### src/rtl/tap_debug_pkg.sv
package tap_debug_pkg;

    typedef enum logic [1:0] {
        MV_HOLD = 2'b00,
        MV_UP   = 2'b01,
        MV_DOWN = 2'b10
    } tap_move_e;

    typedef struct packed {
        logic up;
        logic dn;
    } tap_req_t;

    // Index width for a group; at least one bit.
    function automatic int idx_w(input int lanes);
        return (lanes <= 1) ? 1 : $clog2(lanes);
    endfunction

    // Resolve a request pair against the current count and its ceiling.
    function automatic tap_move_e resolve_move(
        input tap_req_t   req,
        input logic [7:0] taps,
        input logic [7:0] ceiling
    );
        if (req.up && !req.dn && (taps != ceiling))
            return MV_UP;
        if (req.dn && !req.up && (taps != 8'd0))
            return MV_DOWN;
        return MV_HOLD;
    endfunction

endpackage

### src/rtl/tap_lane_sel.sv
module tap_lane_sel
    import tap_debug_pkg::*;
#(
    parameter int LANES = 8,
    localparam int IW   = idx_w(LANES)
) (
    input  logic            clk,
    input  logic            rst,
    input  logic            cal_done,
    input  logic            glob_up,
    input  logic            glob_dn,
    input  logic            grp_up,
    input  logic            grp_dn,
    input  logic            grp_all,
    input  logic [IW-1:0]   grp_idx,
    output tap_req_t        lane_req [LANES]
);

    logic [LANES-1:0] hit;

    for (genvar i = 0; i < LANES; i++) begin : g_hit
        assign hit[i] = grp_all || (grp_idx == IW'(i));
        always_comb begin
            lane_req[i].up = cal_done && (glob_up || (grp_up && hit[i]));
            lane_req[i].dn = cal_done && (glob_dn || (grp_dn && hit[i]));
        end
    end

    logic [LANES-1:0] any_req;
    for (genvar i = 0; i < LANES; i++) begin : g_any
        assign any_req[i] = lane_req[i].up || lane_req[i].dn;
    end

    // an index past the last lane, with no select-all and no global request, reaches no lane
    a_r6_no_alias: assert property (@(posedge clk) disable iff (rst)
        (!grp_all && (int'(grp_idx) >= LANES) && !glob_up && !glob_dn) |-> (any_req == '0));

    // a group request with select-all clear never reaches more than one lane
    a_r5_single_lane: assert property (@(posedge clk) disable iff (rst)
        (!grp_all && !glob_up && !glob_dn) |-> $onehot0(any_req));

endmodule

### src/rtl/tap_lane_ctr.sv
module tap_lane_ctr
    import tap_debug_pkg::*;
#(
    parameter int TAP_W = 6,
    localparam logic [TAP_W-1:0] TAP_MAX = {TAP_W{1'b1}}
) (
    input  logic             clk,
    input  logic             rst,
    input  tap_req_t         req,
    output logic             inc,
    output logic             dec,
    output logic [TAP_W-1:0] taps
);

    typedef struct packed {
        logic             inc;
        logic             dec;
        logic [TAP_W-1:0] taps;
    } lane_state_t;

    lane_state_t cur, nxt;
    tap_move_e   mv;

    always_comb begin
        mv       = resolve_move(req, 8'(taps), 8'(TAP_MAX));
        nxt.inc  = (mv == MV_UP);
        nxt.dec  = (mv == MV_DOWN);
        nxt.taps = cur.taps;
        unique case (mv)
            MV_UP:   nxt.taps = cur.taps + TAP_W'(1);
            MV_DOWN: nxt.taps = cur.taps - TAP_W'(1);
            default: nxt.taps = cur.taps;
        endcase
    end

    always_ff @(posedge clk) begin
        if (rst) cur <= '0;
        else     cur <= nxt;
    end

    assign inc  = cur.inc;
    assign dec  = cur.dec;
    assign taps = cur.taps;

    // never both strobes at once
    a_r11_one_strobe: assert property (@(posedge clk) disable iff (rst)
        !(inc && dec));

    // an increment strobe comes with a one-tap rise
    a_r11_inc_step: assert property (@(posedge clk) disable iff (rst)
        inc |-> (taps == $past(taps) + TAP_W'(1)));

    // a decrement strobe comes with a one-tap fall
    a_r11_dec_step: assert property (@(posedge clk) disable iff (rst)
        dec |-> (taps == $past(taps) - TAP_W'(1)));

    // without a strobe the count holds, so it never wraps
    a_r8_hold_no_strobe: assert property (@(posedge clk) disable iff (rst)
        (!inc && !dec) |-> $stable(taps));

    // a full count is never incremented again
    a_r8_ceiling: assert property (@(posedge clk) disable iff (rst)
        ($past(taps) == TAP_MAX) |-> !inc);

endmodule

### src/rtl/tap_group_bank.sv
module tap_group_bank
    import tap_debug_pkg::*;
#(
    parameter int LANES = 8,
    parameter int TAP_W = 6,
    localparam int IW   = idx_w(LANES)
) (
    input  logic                   clk,
    input  logic                   rst,
    input  logic                   cal_done,
    input  logic                   glob_up,
    input  logic                   glob_dn,
    input  logic                   grp_up,
    input  logic                   grp_dn,
    input  logic                   grp_all,
    input  logic [IW-1:0]          grp_idx,
    output logic [LANES-1:0]       inc,
    output logic [LANES-1:0]       dec,
    output logic [LANES*TAP_W-1:0] taps
);

    tap_req_t req [LANES];

    tap_lane_sel #(.LANES(LANES)) u_sel (
        .clk      (clk),
        .rst      (rst),
        .cal_done (cal_done),
        .glob_up  (glob_up),
        .glob_dn  (glob_dn),
        .grp_up   (grp_up),
        .grp_dn   (grp_dn),
        .grp_all  (grp_all),
        .grp_idx  (grp_idx),
        .lane_req (req)
    );

    for (genvar i = 0; i < LANES; i++) begin : g_lane
        tap_lane_ctr #(.TAP_W(TAP_W)) u_ctr (
            .clk  (clk),
            .rst  (rst),
            .req  (req[i]),
            .inc  (inc[i]),
            .dec  (dec[i]),
            .taps (taps[i*TAP_W +: TAP_W])
        );
    end

    // before calibration ends, no lane of the group moves
    a_r9_wait_cal: assert property (@(posedge clk) disable iff (rst)
        !cal_done |=> ((inc == '0) && (dec == '0) && $stable(taps)));

endmodule

### src/rtl/tap_debug_ctrl.sv
module tap_debug_ctrl
    import tap_debug_pkg::*;
#(
    parameter int DQ_LANES   = 32,
    parameter int DQS_LANES  = 4,
    parameter int GATE_LANES = 4,
    parameter int TAP_W      = 6,
    parameter bit ADJ_EN     = 1'b1
) (
    input  logic                            clk,
    input  logic                            rst,
    input  logic                            cal_done,
    input  logic                            all_up,
    input  logic                            all_dn,
    input  logic                            dq_up,
    input  logic                            dq_dn,
    input  logic                            dq_all,
    input  logic [idx_w(DQ_LANES)-1:0]      dq_idx,
    input  logic                            dqs_up,
    input  logic                            dqs_dn,
    input  logic                            dqs_all,
    input  logic [idx_w(DQS_LANES)-1:0]     dqs_idx,
    input  logic                            gate_up,
    input  logic                            gate_dn,
    input  logic                            gate_all,
    input  logic [idx_w(GATE_LANES)-1:0]    gate_idx,
    output logic [DQ_LANES-1:0]             dq_inc,
    output logic [DQ_LANES-1:0]             dq_dec,
    output logic [DQ_LANES*TAP_W-1:0]       dq_taps,
    output logic [DQS_LANES-1:0]            dqs_inc,
    output logic [DQS_LANES-1:0]            dqs_dec,
    output logic [DQS_LANES*TAP_W-1:0]      dqs_taps,
    output logic [GATE_LANES-1:0]           gate_inc,
    output logic [GATE_LANES-1:0]           gate_dec,
    output logic [GATE_LANES*TAP_W-1:0]     gate_taps
);

    if (ADJ_EN) begin : g_adj
        tap_group_bank #(.LANES(DQ_LANES), .TAP_W(TAP_W)) u_dq (
            .clk(clk), .rst(rst), .cal_done(cal_done),
            .glob_up(all_up), .glob_dn(all_dn),
            .grp_up(dq_up), .grp_dn(dq_dn), .grp_all(dq_all), .grp_idx(dq_idx),
            .inc(dq_inc), .dec(dq_dec), .taps(dq_taps)
        );
        tap_group_bank #(.LANES(DQS_LANES), .TAP_W(TAP_W)) u_dqs (
            .clk(clk), .rst(rst), .cal_done(cal_done),
            .glob_up(all_up), .glob_dn(all_dn),
            .grp_up(dqs_up), .grp_dn(dqs_dn), .grp_all(dqs_all), .grp_idx(dqs_idx),
            .inc(dqs_inc), .dec(dqs_dec), .taps(dqs_taps)
        );
        tap_group_bank #(.LANES(GATE_LANES), .TAP_W(TAP_W)) u_gate (
            .clk(clk), .rst(rst), .cal_done(cal_done),
            .glob_up(all_up), .glob_dn(all_dn),
            .grp_up(gate_up), .grp_dn(gate_dn), .grp_all(gate_all), .grp_idx(gate_idx),
            .inc(gate_inc), .dec(gate_dec), .taps(gate_taps)
        );

        // a lone global increment after calibration raises lane 0 of every group unless it was full
        a_r3_global_reach: assert property (@(posedge clk) disable iff (rst)
            (cal_done && all_up && !all_dn && !dq_dn && !dqs_dn && !gate_dn)
            |=> ((dq_inc[0]   || $past(dq_taps[TAP_W-1:0])   == {TAP_W{1'b1}}) &&
                 (dqs_inc[0]  || $past(dqs_taps[TAP_W-1:0])  == {TAP_W{1'b1}}) &&
                 (gate_inc[0] || $past(gate_taps[TAP_W-1:0]) == {TAP_W{1'b1}})));
    end else begin : g_off
        assign dq_inc    = '0;
        assign dq_dec    = '0;
        assign dq_taps   = '0;
        assign dqs_inc   = '0;
        assign dqs_dec   = '0;
        assign dqs_taps  = '0;
        assign gate_inc  = '0;
        assign gate_dec  = '0;
        assign gate_taps = '0;
    end

endmodule

### config.mk
export PLATFORM = sky130hd
export DESIGN_NAME = tap_debug_ctrl
export DESIGN_NICKNAME = d
export VERILOG_FILES = /design/src/rtl/tap_debug_pkg.sv /design/src/rtl/tap_lane_sel.sv /design/src/rtl/tap_lane_ctr.sv /design/src/rtl/tap_group_bank.sv /design/src/rtl/tap_debug_ctrl.sv
export SDC_FILE = /design/constraint.sdc
export NUM_CORES = 1
export LEC_CHECK = 0
export BUFFER_PORTS_ARGS = -buffer_cell sky130_fd_sc_hd__buf_2
export CAP_MARGIN = 20
export CORE_UTILIZATION = 35
export DETAILED_ROUTE_END_ITERATION = 12
export GPL_ROUTABILITY_DRIVEN = 0
export PLACE_DENSITY = 0.5
export SLEW_MARGIN = 20
export SYNTH_ARGS = -nofsm -noshare
export SYNTH_HDL_FRONTEND = slang
export SYNTH_SLANG_ARGS = --single-unit
export TNS_END_PERCENT = 1
### constraint.sdc
create_clock -name clk -period 4.1 [get_ports clk]
set_clock_uncertainty 0.1 [all_clocks]
set_input_delay 0.615 -clock clk [delete_from_list [all_inputs] [get_ports clk]]
set_output_delay 0.615 -clock clk [all_outputs]
set_load 0.05 [all_outputs]
==> impl_metrics.ini <==
[worst_setup_path]
crit_arrival_ns = 3.79
crit_path_start = dq_idx[0]
critPathBufInv = 2
slowest_delay_ns = 0.56
crit_chain = buf_2 > and3_1 > a21oi_1 > nand3_1 > clkinv_1 > ha_1 > a211oi_1 > o21bai_1 > a21oi_1 > nor3_1 > or4_1
cp.required_ns = 4.44
critPathSlowestCell = and3_1
crit_type = input pin to flop
end_kind = flop
r2r_slack_ns = 0.99
path_delay_family = simple AND/OR/NAND/NOR gates
crit_fanout = 8
r2r-start = g_adj.u_dq.g_lane[12].u_ctr.taps[3]
critPathMostFrequentCell = a21oi_1
startpoint_type = input pin

[clock_network]
htreeDepth = 2
post_cts_resized = 0
clock_latency_ns = 0.56
cts_tree = yes
cts_buffers = 42
root_buffer = clkbuf_16
clk_path_buf_depth = 3
cts_hold_buf = 0
post_cts_buffers = 0
clkSlewWorstSetupHoldPaths_ns = 0.06
clock_sinks = 320

[logic_synthesis]
synth_area_mm2 = 0.02130
ys_seq_area_share_pct = 30.08
syn-num-nets = 2758
synth-compound-area-share_pct = 23.78
yosys_warnings = 0
synthArstFlopShare_pct = 0
synth_top_area_share_pct = 30.08
syn_inst = 2535
synth_top_family_by_area = compound AO/OA/AOI/OAI gates
synth.avg_cell_area_um2 = 8.402
synth-edff-count = 0
synth_ff_type = dfxtp_1
synth_adder_area_share_pct = 13.16
yosysUniqueCellTypes = 61
synth-simple-area-share_pct = 23.15
muxShareOfSynthArea_pct = 0.7990
yosys.area.top_type = dfxtp_1
synth-seq-cells = 320
ys_top_cells_by_area = dfxtp_1 30%, ha_1 9.4%, a21oi_1 5.4%
synth_xor_area_share_pct = 2.180

[floorplan]
die_h_um = 248.7
ios = 343
fp.dieW_um = 248.7
start_util_pct = 35.35
coreArea_mm2 = 0.06025
die_area_mm2 = 0.06184
rows = 90

[timing]
maxSlewViolCount = 0
rsz0062_at_grt = no
setup_viol = 0
fmax_mhz = 289.6
tightest_slew_ns = 0.8984
setup_slack_ns = 0.6466
hold_violations = 0
slew_headroom_pct = 39.65
period_needed_ns = 3.453
period_share_pct = 84.23
timing.setup.tns_ns = 0

[global_routing]
grt_first_pass_wirelength_um = 108000
antenna_found_initial = 4
grt_most_used_layer = met2
grt_max_degree = 139
grt_pass1_vias = 19520
met3_usage_pct = 4.616
grt.total_usage_pct = 21.26
met1_usage_pct = 27.31
grt.met2_usage_pct = 35.72
overflow = 0

[cells_and_area]
instances_no_fill = 3629
synthToLayoutAreaGrowth_pct = 17.65
drive_gt1_share_pct = 19.04
layout_common_cells = 341 x buf_2, 320 x dfxtp_1, 231 x a21oi_1
fin_util_pct = 41.59
mostFrequentLayoutCell = buf_2
nNetsFinal = 3037

[detailed_routing]
drcViolationCount = 0
vias = 20750
drt_pass1_iterations = 5
via_per_inst = 5.719
drtIter0Drc = 956
wl_per_cell_um = 18.75
totalWireLength_um = 68060
ant_nets = 0

[power]
p_per_area_mw_per_mm2 = 385.4
power_leakage_uw = 0.01182
peakVddDrop_uv = 252.5

[place]
placed_cells = 3552
port-buffer-count = 342
dpl.hpwl_um = 49230
dpl_worst_slack_ns = 0.08136

[min_path]
hold_path.class = input pin to flop
hold_start = rst

[flow_run]
cap_violations = 0

[outcome]
outcome = complete, no violations
-- logic make-up (layout without fill, tap and decap cells) --
| logic type | Yosys count | count (layout) |
|---|---|---|
| simple gates | 870 | 870 |
| compound gates | 784 | 784 |
| flops | 320 | 320 |
| buf+inv | 292 | 603 |
| fa+ha+maj | 200 | 200 |
| xor+xnor | 53 | 53 |
| mux | 16 | 16 |
| other cells | 0 | 1 |
-- stage by stage --
step	area (um^2)	power (uW)	hold slack, ns
6_report	25060	9657	0.2758
5_1_grt	25060	10120	0.2631
4_1_cts	25050	9774	0.2446
3_5_place_dp	23600	5848	0.4134
3_3_place_gp	23600	5806	0.4055
2_1_floorplan	21300	5256	0.6220
-- cells in the mapped netlist (all sizes together), types with 12 or more instances --
| master | number |
|---|---|
| o22ai | 32 |
| a211oi | 47 |
| a211o | 34 |
| o21bai | 25 |
| nand3 | 162 |
| ha | 160 |
| nand4 | 41 |
| nor3b | 48 |
| inv | 79 |
| o311a | 15 |
| a21oi | 232 |
| clkinv | 23 |
| a21o | 75 |
| xor2 | 18 |
| buf | 110 |
| or4 | 32 |
| nor3 | 156 |
| a221oi | 15 |
| nand2 | 82 |
| a2111oi | 12 |
| o221ai | 34 |
| o21ai | 187 |
| dfxtp | 320 |
| clkbuf | 80 |
| o31ai | 14 |
| nor4b | 32 |
| nor2b | 35 |
| fa | 40 |
| nor2 | 124 |
| a41o | 27 |
| or3 | 47 |
| nor4 | 72 |
| xnor2 | 35 |
-- cell type report --
class                      count  area (um^2)
antenna                        1        2.502
clock buffer                  61         1306
clock inverter                15        152.6
fill                        6039        35190
inverter                     102        384.1
multi-input combinational   1923        13430
sequential                   320         6406
tap                          782        978.4
timing repair buffer         425         2395
-- final timing paths --
kind         depth (start not counted)                                   to
min reg2reg                          2   g_adj.u_dq.g_lane[1].u_ctr.taps[2]
min                                  2      g_adj.u_dq.g_lane[26].u_ctr.dec
max                                 11  g_adj.u_dq.g_lane[27].u_ctr.taps[5]
max reg2reg                         10  g_adj.u_dq.g_lane[12].u_ctr.taps[5]
-- sequential cells by signal, indices dropped and copies added (netlist names) --
register	count
g_adj.u_dq.g_lane.u_ctr.dec	32
g_adj.u_dq.g_lane.u_ctr.inc	32
g_adj.u_dq.g_lane.u_ctr.taps	192
g_adj.u_dqs.g_lane.u_ctr.dec	4
g_adj.u_dqs.g_lane.u_ctr.inc	4
g_adj.u_dqs.g_lane.u_ctr.taps	24
g_adj.u_gate.g_lane.u_ctr.dec	4
g_adj.u_gate.g_lane.u_ctr.inc	4
g_adj.u_gate.g_lane.u_ctr.taps	24
-- layer usage --
| metal | up-vias | wire [um] |
|---|---|---|
| li1 | 10200 | - |
| met1 | 9972 | 30550 |
| met2 | 484 | 32210 |
| met3 | 95 | 3721 |
| met4 | 4 | 1558 |
| met5 | - | 18 |
-- where the power goes --
part,leakage [uW],internal (uW),switching [uW]
logic,0.00848,672,1560
clock network,0.000731,2390,1480
registers,0.00261,3290,259
(Power assumes the default switching activity.)
